<file path="config.mk">
export PLATFORM = sky130hd
export DESIGN_NAME = crosswise_mul
export DESIGN_NICKNAME = d
export VERILOG_FILES = /design/src/rtl/cw_mul_pkg.sv /design/src/rtl/cw_full_add.sv /design/src/rtl/cw_half_add.sv /design/src/rtl/cw_col_sum.sv /design/src/rtl/crosswise_mul.sv
export SDC_FILE = /design/constraint.sdc
export NUM_CORES = 1
export LEC_CHECK = 0
export ABC_AREA = 1
export CORE_AREA = 8 8 103 124
export DETAILED_ROUTE_END_ITERATION = 8
export DIE_AREA = 0 0 111 132
export PLACE_DENSITY = 0.8
export SLEW_MARGIN = 20
export SYNTH_ARGS = -nofsm -noshare
export SYNTH_HDL_FRONTEND = slang
export SYNTH_SLANG_ARGS = --single-unit
</file>
<file path="constraint.sdc">
create_clock -name vclk -period 28.3
set_clock_uncertainty 0.05 [all_clocks]
set_input_delay 2.83 -clock vclk [all_inputs]
set_output_delay 2.83 -clock vclk [all_outputs]
set_load 0.05 [all_outputs]
</file>
<file path="src/rtl/cw_mul_pkg.sv">
package cw_mul_pkg;

  // Lowest multiplicand index contributing to column k.
  function automatic int pp_lo(input int k, input int w);
    return (k > w - 1) ? k - (w - 1) : 0;
  endfunction

  // Number of AND terms landing in column k.
  function automatic int pp_cnt(input int k, input int w);
    int hi;
    if (k > 2 * w - 2) return 0;
    hi = (k < w - 1) ? k : w - 1;
    return hi - pp_lo(k, w) + 1;
  endfunction

  // Bits entering column k: its AND terms plus carries from column k-1.
  // A column of m bits emits floor(m/2) carries.
  function automatic int col_bits(input int k, input int w);
    int m;
    int c;
    m = 0;
    c = 0;
    for (int i = 0; i <= k; i++) begin
      m = pp_cnt(i, w) + c;
      c = m / 2;
    end
    return m;
  endfunction

  function automatic int col_cin(input int k, input int w);
    return (k == 0) ? 0 : col_bits(k - 1, w) / 2;
  endfunction

  // Offset of column k's carry outputs on the shared carry bus.
  function automatic int carry_ofs(input int k, input int w);
    int s;
    s = 0;
    for (int i = 0; i < k; i++) s += col_bits(i, w) / 2;
    return s;
  endfunction

endpackage

</file>
<file path="src/rtl/cw_full_add.sv">
module cw_full_add (
  input  logic x,
  input  logic y,
  input  logic z,
  output logic s,
  output logic co
);
  assign s  = x ^ y ^ z;
  assign co = (x & y) | (z & (x ^ y));
endmodule

</file>
<file path="src/rtl/cw_half_add.sv">
module cw_half_add (
  input  logic x,
  input  logic y,
  output logic s,
  output logic co
);
  assign s  = x ^ y;
  assign co = x & y;
endmodule

</file>
<file path="src/rtl/cw_col_sum.sv">
// Folds N same-weight bits to one sum bit. Full adders take operands from
// the front of a pool and append their sums at its back, which yields a
// balanced tree; a final half adder handles an even leftover pair.
module cw_col_sum #(
  parameter int N = 3
) (
  input  logic [N-1:0]   bits,
  output logic           sum,
  output logic [N/2-1:0] carries
);
  localparam int NFA = (N - 1) / 2;
  localparam int NHA = (N - 1) % 2;

  logic [N+NFA-1:0] pool;
  assign pool[N-1:0] = bits;

  for (genvar t = 0; t < NFA; t++) begin : g_fa
    cw_full_add u_fa (
      .x (pool[3*t]),
      .y (pool[3*t+1]),
      .z (pool[3*t+2]),
      .s (pool[N+t]),
      .co(carries[t])
    );
  end

  if (NHA == 1) begin : g_ha
    cw_half_add u_ha (
      .x (pool[3*NFA]),
      .y (pool[3*NFA+1]),
      .s (sum),
      .co(carries[NFA])
    );
  end else begin : g_pass
    assign sum = pool[3*NFA];
  end
endmodule

</file>
<file path="src/rtl/crosswise_mul.sv">
module crosswise_mul
  import cw_mul_pkg::*;
#(
  parameter int OPW = 14,
  parameter int PRW = 27
) (
  input  logic [OPW-1:0] mcand,
  input  logic [OPW-1:0] mplier,
  output logic [PRW-1:0] product
);
  localparam int NCOL  = PRW;
  localparam int CBW   = carry_ofs(NCOL - 1, OPW);
  localparam int CBW_S = (CBW > 0) ? CBW : 1;

  // Carries travelling from each kept column to the next.
  logic [CBW_S-1:0] cbus;

  for (genvar k = 0; k < NCOL; k++) begin : g_col
    localparam int NP  = pp_cnt(k, OPW);
    localparam int NC  = col_cin(k, OPW);
    localparam int NM  = NP + NC;
    localparam int NCO = NM / 2;
    localparam int LO  = pp_lo(k, OPW);
    localparam int IOF = (k > 0) ? carry_ofs(k - 1, OPW) : 0;
    localparam int OOF = carry_ofs(k, OPW);

    if (NM == 0) begin : g_empty
      assign product[k] = 1'b0;
    end else begin : g_live
      logic [NM-1:0] in_bits;

      for (genvar t = 0; t < NP; t++) begin : g_and
        assign in_bits[t] = mcand[LO+t] & mplier[k-LO-t];
      end
      if (NC > 0) begin : g_cin
        assign in_bits[NM-1:NP] = cbus[IOF +: NC];
      end

      if (NM == 1) begin : g_single
        assign product[k] = in_bits[0];
      end else if (k < NCOL - 1) begin : g_sum
        cw_col_sum #(.N(NM)) u_sum (
          .bits   (in_bits),
          .sum    (product[k]),
          .carries(cbus[OOF +: NCO])
        );
      end else begin : g_top
        // Carries above the kept width are dropped by design.
        logic [NCO-1:0] spill_unused;
        cw_col_sum #(.N(NM)) u_sum (
          .bits   (in_bits),
          .sum    (product[k]),
          .carries(spill_unused)
        );
      end
    end
  end
endmodule

</file>
# [Word level (Yosys, flattened, before mapping)]
# Cells that the tools add are included.
[totals] regBits=0 inputBits=28 out_inout_bits=27 word_cells=1061
[classes] bitwise_logic=1061
[ops] cell="1-bit AND" count=544
[ops] cell="1-bit XOR" count=350
[ops] cell="1-bit bitwise OR" count=167

# [Logic depth before layout (Yosys ltp)]
[depth] depth_word=96 depth_mapped=99

# [Hierarchy]
# From an unflattened synthesis, not the netlist that was laid out.
[hier_totals] cells_unflattened=603 hier_area_um2=5332.6
[by_module_without_submodules] module="cw_full_add" n_inst=168 cells_each=1 area_each_um2=20.0 seq_area_each_um2=0.0
[by_module_without_submodules] module="crosswise_mul" n_inst=1 cells_each=421 area_each_um2=1794.2 seq_area_each_um2=0.0
[by_module_without_submodules] module="cw_half_add" n_inst=14 cells_each=1 area_each_um2=12.5 seq_area_each_um2=0.0

# [Worst setup path before layout]
# OpenSTA, ideal clock, no wires.
[synth_timing] path_type="input -> output" startpoint="input port mplier[0]" endpoint="output port product[26]" arrival_time_ns=24.644 required_time_ns=25.420 path_slack_ns=0.776 path_stages=95 n_path_buf=2 cell_sequence="buf_4 nand2_1 fa_1 inv_1 ha_1 inv_1 fa_1 inv_1 ha_1 fa_1 ha_1 inv_1 fa_1 inv_1 ha_1 inv_1 fa_1 inv_1 (+59 left out) inv_1 fa_1 inv_1 fa_1 inv_1 fa_1 inv_1 fa_1 inv_1 fa_1 fa_1 fa_1 inv_1 nand2_1 nand3_2 nand2_1 inv_1 buf_4"
[synth_between] elab_chain_len=95 elab_cells_between_ends=433
[synth_rtl] item="start, declared" line_no="crosswise_mul.sv:8" rtl="input logic [OPW-1:0] mplier,"
[synth_rtl] item="1-bit AND" line_no="crosswise_mul.sv:33" rtl="assign in_bits[t] = mcand[LO+t] & mplier[k-LO-t];"
[synth_rtl] item="1-bit AND" line_no="cw_full_add.sv:9" rtl="assign co = (x & y) | (z & (x ^ y));"
[synth_rtl] item="1-bit bitwise OR" line_no="cw_full_add.sv:9"
[synth_rtl] item="1-bit XOR" line_no="cw_full_add.sv:8, cw_full_add.sv:9"
[synth_rtl] item="1-bit AND or 1-bit XOR (tied branches)" line_no="cw_full_add.sv:9, cw_full_add.sv:8"
[synth_rtl] item="1-bit bitwise OR or 1-bit AND (tied branches)" line_no="cw_full_add.sv:9, cw_half_add.sv:8"
[synth_rtl] item="1-bit XOR" line_no="cw_full_add.sv:8, cw_full_add.sv:9"
[synth_rtl] item="1-bit XOR" line_no="cw_full_add.sv:8" rtl="assign s = x ^ y ^ z;"
[synth_rtl] item="(+79 left out)"
[synth_rtl] item="1-bit bitwise OR" line_no="cw_full_add.sv:9"
[synth_rtl] item="1-bit XOR" line_no="cw_full_add.sv:9"
[synth_rtl] item="1-bit AND" line_no="cw_full_add.sv:9"
[synth_rtl] item="1-bit bitwise OR" line_no="cw_full_add.sv:9"
[synth_rtl] item="1-bit XOR" line_no="cw_full_add.sv:9"
[synth_rtl] item="1-bit AND" line_no="cw_full_add.sv:9"
[synth_rtl] item="1-bit bitwise OR (*)" line_no="cw_full_add.sv:9"
[synth_rtl] item="1-bit XOR (*)" line_no="cw_full_add.sv:8"
[synth_rtl] item="end, declared" line_no="crosswise_mul.sv:9" rtl="output logic [PRW-1:0] product"
# Mark *: on every way between the ends. The rest lies on a longest branch, timed or not.

# [Worst setup path after layout]
[layout_timing] startpoint="input port mcand[1]" endpoint="output port product[26]"
[layout_between] elab_chain_len=96 elab_cells_between_ends=509
[layout_rtl] item="start, declared" line_no="crosswise_mul.sv:7" rtl="input logic [OPW-1:0] mcand,"
[layout_rtl] item="1-bit AND" line_no="crosswise_mul.sv:33"
[layout_rtl] item="1-bit XOR" line_no="cw_full_add.sv:8, cw_full_add.sv:9"
[layout_rtl] item="1-bit AND" line_no="cw_full_add.sv:9"
[layout_rtl] item="1-bit bitwise OR" line_no="cw_full_add.sv:9"
[layout_rtl] item="1-bit XOR" line_no="cw_full_add.sv:8, cw_full_add.sv:9"
[layout_rtl] item="1-bit AND or 1-bit XOR (tied branches)" line_no="cw_full_add.sv:9, cw_full_add.sv:8"
[layout_rtl] item="1-bit bitwise OR or 1-bit AND (tied branches)" line_no="cw_full_add.sv:9, cw_half_add.sv:8"
[layout_rtl] item="1-bit XOR" line_no="cw_full_add.sv:8, cw_full_add.sv:9"
[layout_rtl] item="(+80 left out)"
[layout_rtl] item="1-bit bitwise OR" line_no="cw_full_add.sv:9"
[layout_rtl] item="1-bit XOR" line_no="cw_full_add.sv:9"
[layout_rtl] item="1-bit AND" line_no="cw_full_add.sv:9"
[layout_rtl] item="1-bit bitwise OR" line_no="cw_full_add.sv:9"
[layout_rtl] item="1-bit XOR" line_no="cw_full_add.sv:9"
[layout_rtl] item="1-bit AND" line_no="cw_full_add.sv:9"
[layout_rtl] item="1-bit bitwise OR (*)" line_no="cw_full_add.sv:9"
[layout_rtl] item="1-bit XOR (*)" line_no="cw_full_add.sv:8"
# Marked as above.

==> impl_metrics.ini <==
[outcome]
outcome = complete, no violations

[clocking]
cts_setup_buffers = 0
hold_buffers = 0

[drt]
drc = 0
vias = 4260
drt-initial-drc-count = 290
detail-route-antenna-nets = 0
viasPerCell = 4.75
routed_wl_um = 13400
wl_per_cell_um = 14.9
first_pass_iters = 4

[critical_path]
slowest_delay_ns = 0.53
crit_top_cell = fa_1
cp_max_fo = 3
cp.arrival_ns = 24.43
cpMaxStageDelayCell = fa_1
worstSetupPathType = in -> out
start_kind = input port
crit_required_ns = 25.42
cpLargestDelayFamily = adder cells
cp.buffers_inverters = 39
crit_path_end_kind = output pin

[placed_design]
port-buffer-count = 55
routabilityCongestion = 0.874
hpwlAfterDp_um = 11000
dp_slack_ns = -0.548

[timing]
worst_slack_ns = 0.990
clock.fmax_ghz = 0.0366
setup_viol = 0
drv_slew = 0
rsz0062_at_grt = false
post-route-period-util_pct = 96.5
worst_pin_slew_ns = 0.785
finalCriticalPeriod_ns = 27.31
relSlewSlack_pct = 47.5
holdWs_ns = 6.64
hold_viol = 0

[final_layout]
nFlopsAndLatches = 0
regArea_um2 = 0
area_delta_synth_final_pct = 8.50
drive_above_1_share_pct = 8.65
nClkBuffers = 0
fin_nets = 974

[global_route]
grt_use_total_pct = 18.8
antenna_found_initial = 1
grt_pass1_vias = 4872
grt_pass1_wl_um = 22900
grt.overflow.total = 0
grt_start_max_net_pins = 15

[die]
fp.dieArea_um2 = 14700
coreArea_um2 = 10800
rows = 42
top_level_ports = 55
start_util_pct = 54.4
fp.dieW_um = 111
die_y_um = 132

[hold_path]
hold_path_class = in -> out
hold_end = product[26]
hold_path.startpoint = mcand[13]
whs_path_depth = 7

[yosys]
netlist_instances = 745
ys_seq_area_share_pct = 0
synth_cell_types = 10
avgSynthCellArea_um2 = 7.86
synth_top_area_share_pct = 57.1
synth_nets = 954
synth.area.top_cells = fa_1 (57%), inv_1 (20%), nand2_1 (13%)
syn_area_um2 = 5860
synth_top_area_cell = fa_1
yosys_warnings = 0

[flow_run]
cap_viol_max_count = 0
-- final cells by class --
cell class | instances | area, um^2
Antenna cell | 1 | 2.50
Fill cell | 902 | 4420
Inverter | 306 | 1150
Multi-Input combinational cell | 384 | 4340
Tap cell | 132 | 165
Timing Repair Buffer | 73 | 706
-- what timing repair did --
item | 4_1_cts | 5_1_grt
gates cloned | 0 | 0
endpoints found under the setup margin | 2 | 3
resized for setup | 10 | 45
pin swaps | 12 | 38
-- worst max-delay path by stage --
| stage | startpoint | end | slack (ns) | cells after the start |
|---|---|---|---|---|
| floorplan | mplier[0] | product[26] | 0.78 | 95 |
| global placement | mplier[1] | product[26] | -0.18 | 95 |
| detailed placement | mplier[1] | product[26] | -0.55 | 95 |
| CTS | mcand[0] | product[26] | 0.06 | 95 |
| global route | mcand[1] | product[26] | 0.02 | 95 |
| finish | mcand[1] | product[26] | 0.99 | 95 |
-- logic make-up after synthesis --
| group | Yosys count | share of synthesized area (%) |
|---|---|---|
| buf+inv | 361 | 26.8 |
| simple gates | 203 | 13.2 |
| fa+ha+maj | 181 | 60.0 |
-- routing by layer --
| layer | global-route usage [%] | up-vias | wire, um |
|---|---|---|---|
| met2 | 34.1 | 182 | 6970 |
| met1 | 22.3 | 2116 | 4940 |
| met5 | 0 | - | 0 |
| met4 | 5.79 | 0 | 404 |
| li1 | - | 1930 | - |
| met3 | 2.50 | 32 | 1050 |
-- through the flow --
| stage | TNS (ns) | utilization (%) | instance area (um^2) | cells |
|---|---|---|---|---|
| finish | 0 | 59.0 | 6360 | 896 |
| global route | 0 | 59.0 | 6360 | 896 |
| CTS | 0 | 58.8 | 6330 | 895 |
| detailed placement | -0.907 | 58.8 | 6330 | 895 |
| global placement | -0.176 | 58.8 | 6330 | 895 |
| floorplan | 0 | - | 5860 | 745 |
-- synthesized netlist by cell type, drive strengths merged --
cell type	count
ha	14
inv	305
fa	167
clkinv	1
buf	55
nand2	201
nand3	2
-- layout by cell type (no fill, tap or decap) --
cell / instances
ha_2: 3
fa_1: 153
inv_1: 286
clkbuf_2: 4
clkdlybuf4s50_1: 45
buf_12: 4
clkinv_1: 1
nand2_2: 2
buf_4: 19
nand2_1: 199
diode_2: 1
nand3_2: 1
dlymetal6s2s_1: 1
ha_1: 11
inv_2: 19
fa_2: 14
nand3_1: 1
Power is not shown: default switching activity piles up to over one toggle a cycle in this logic, so the estimate is an artifact.
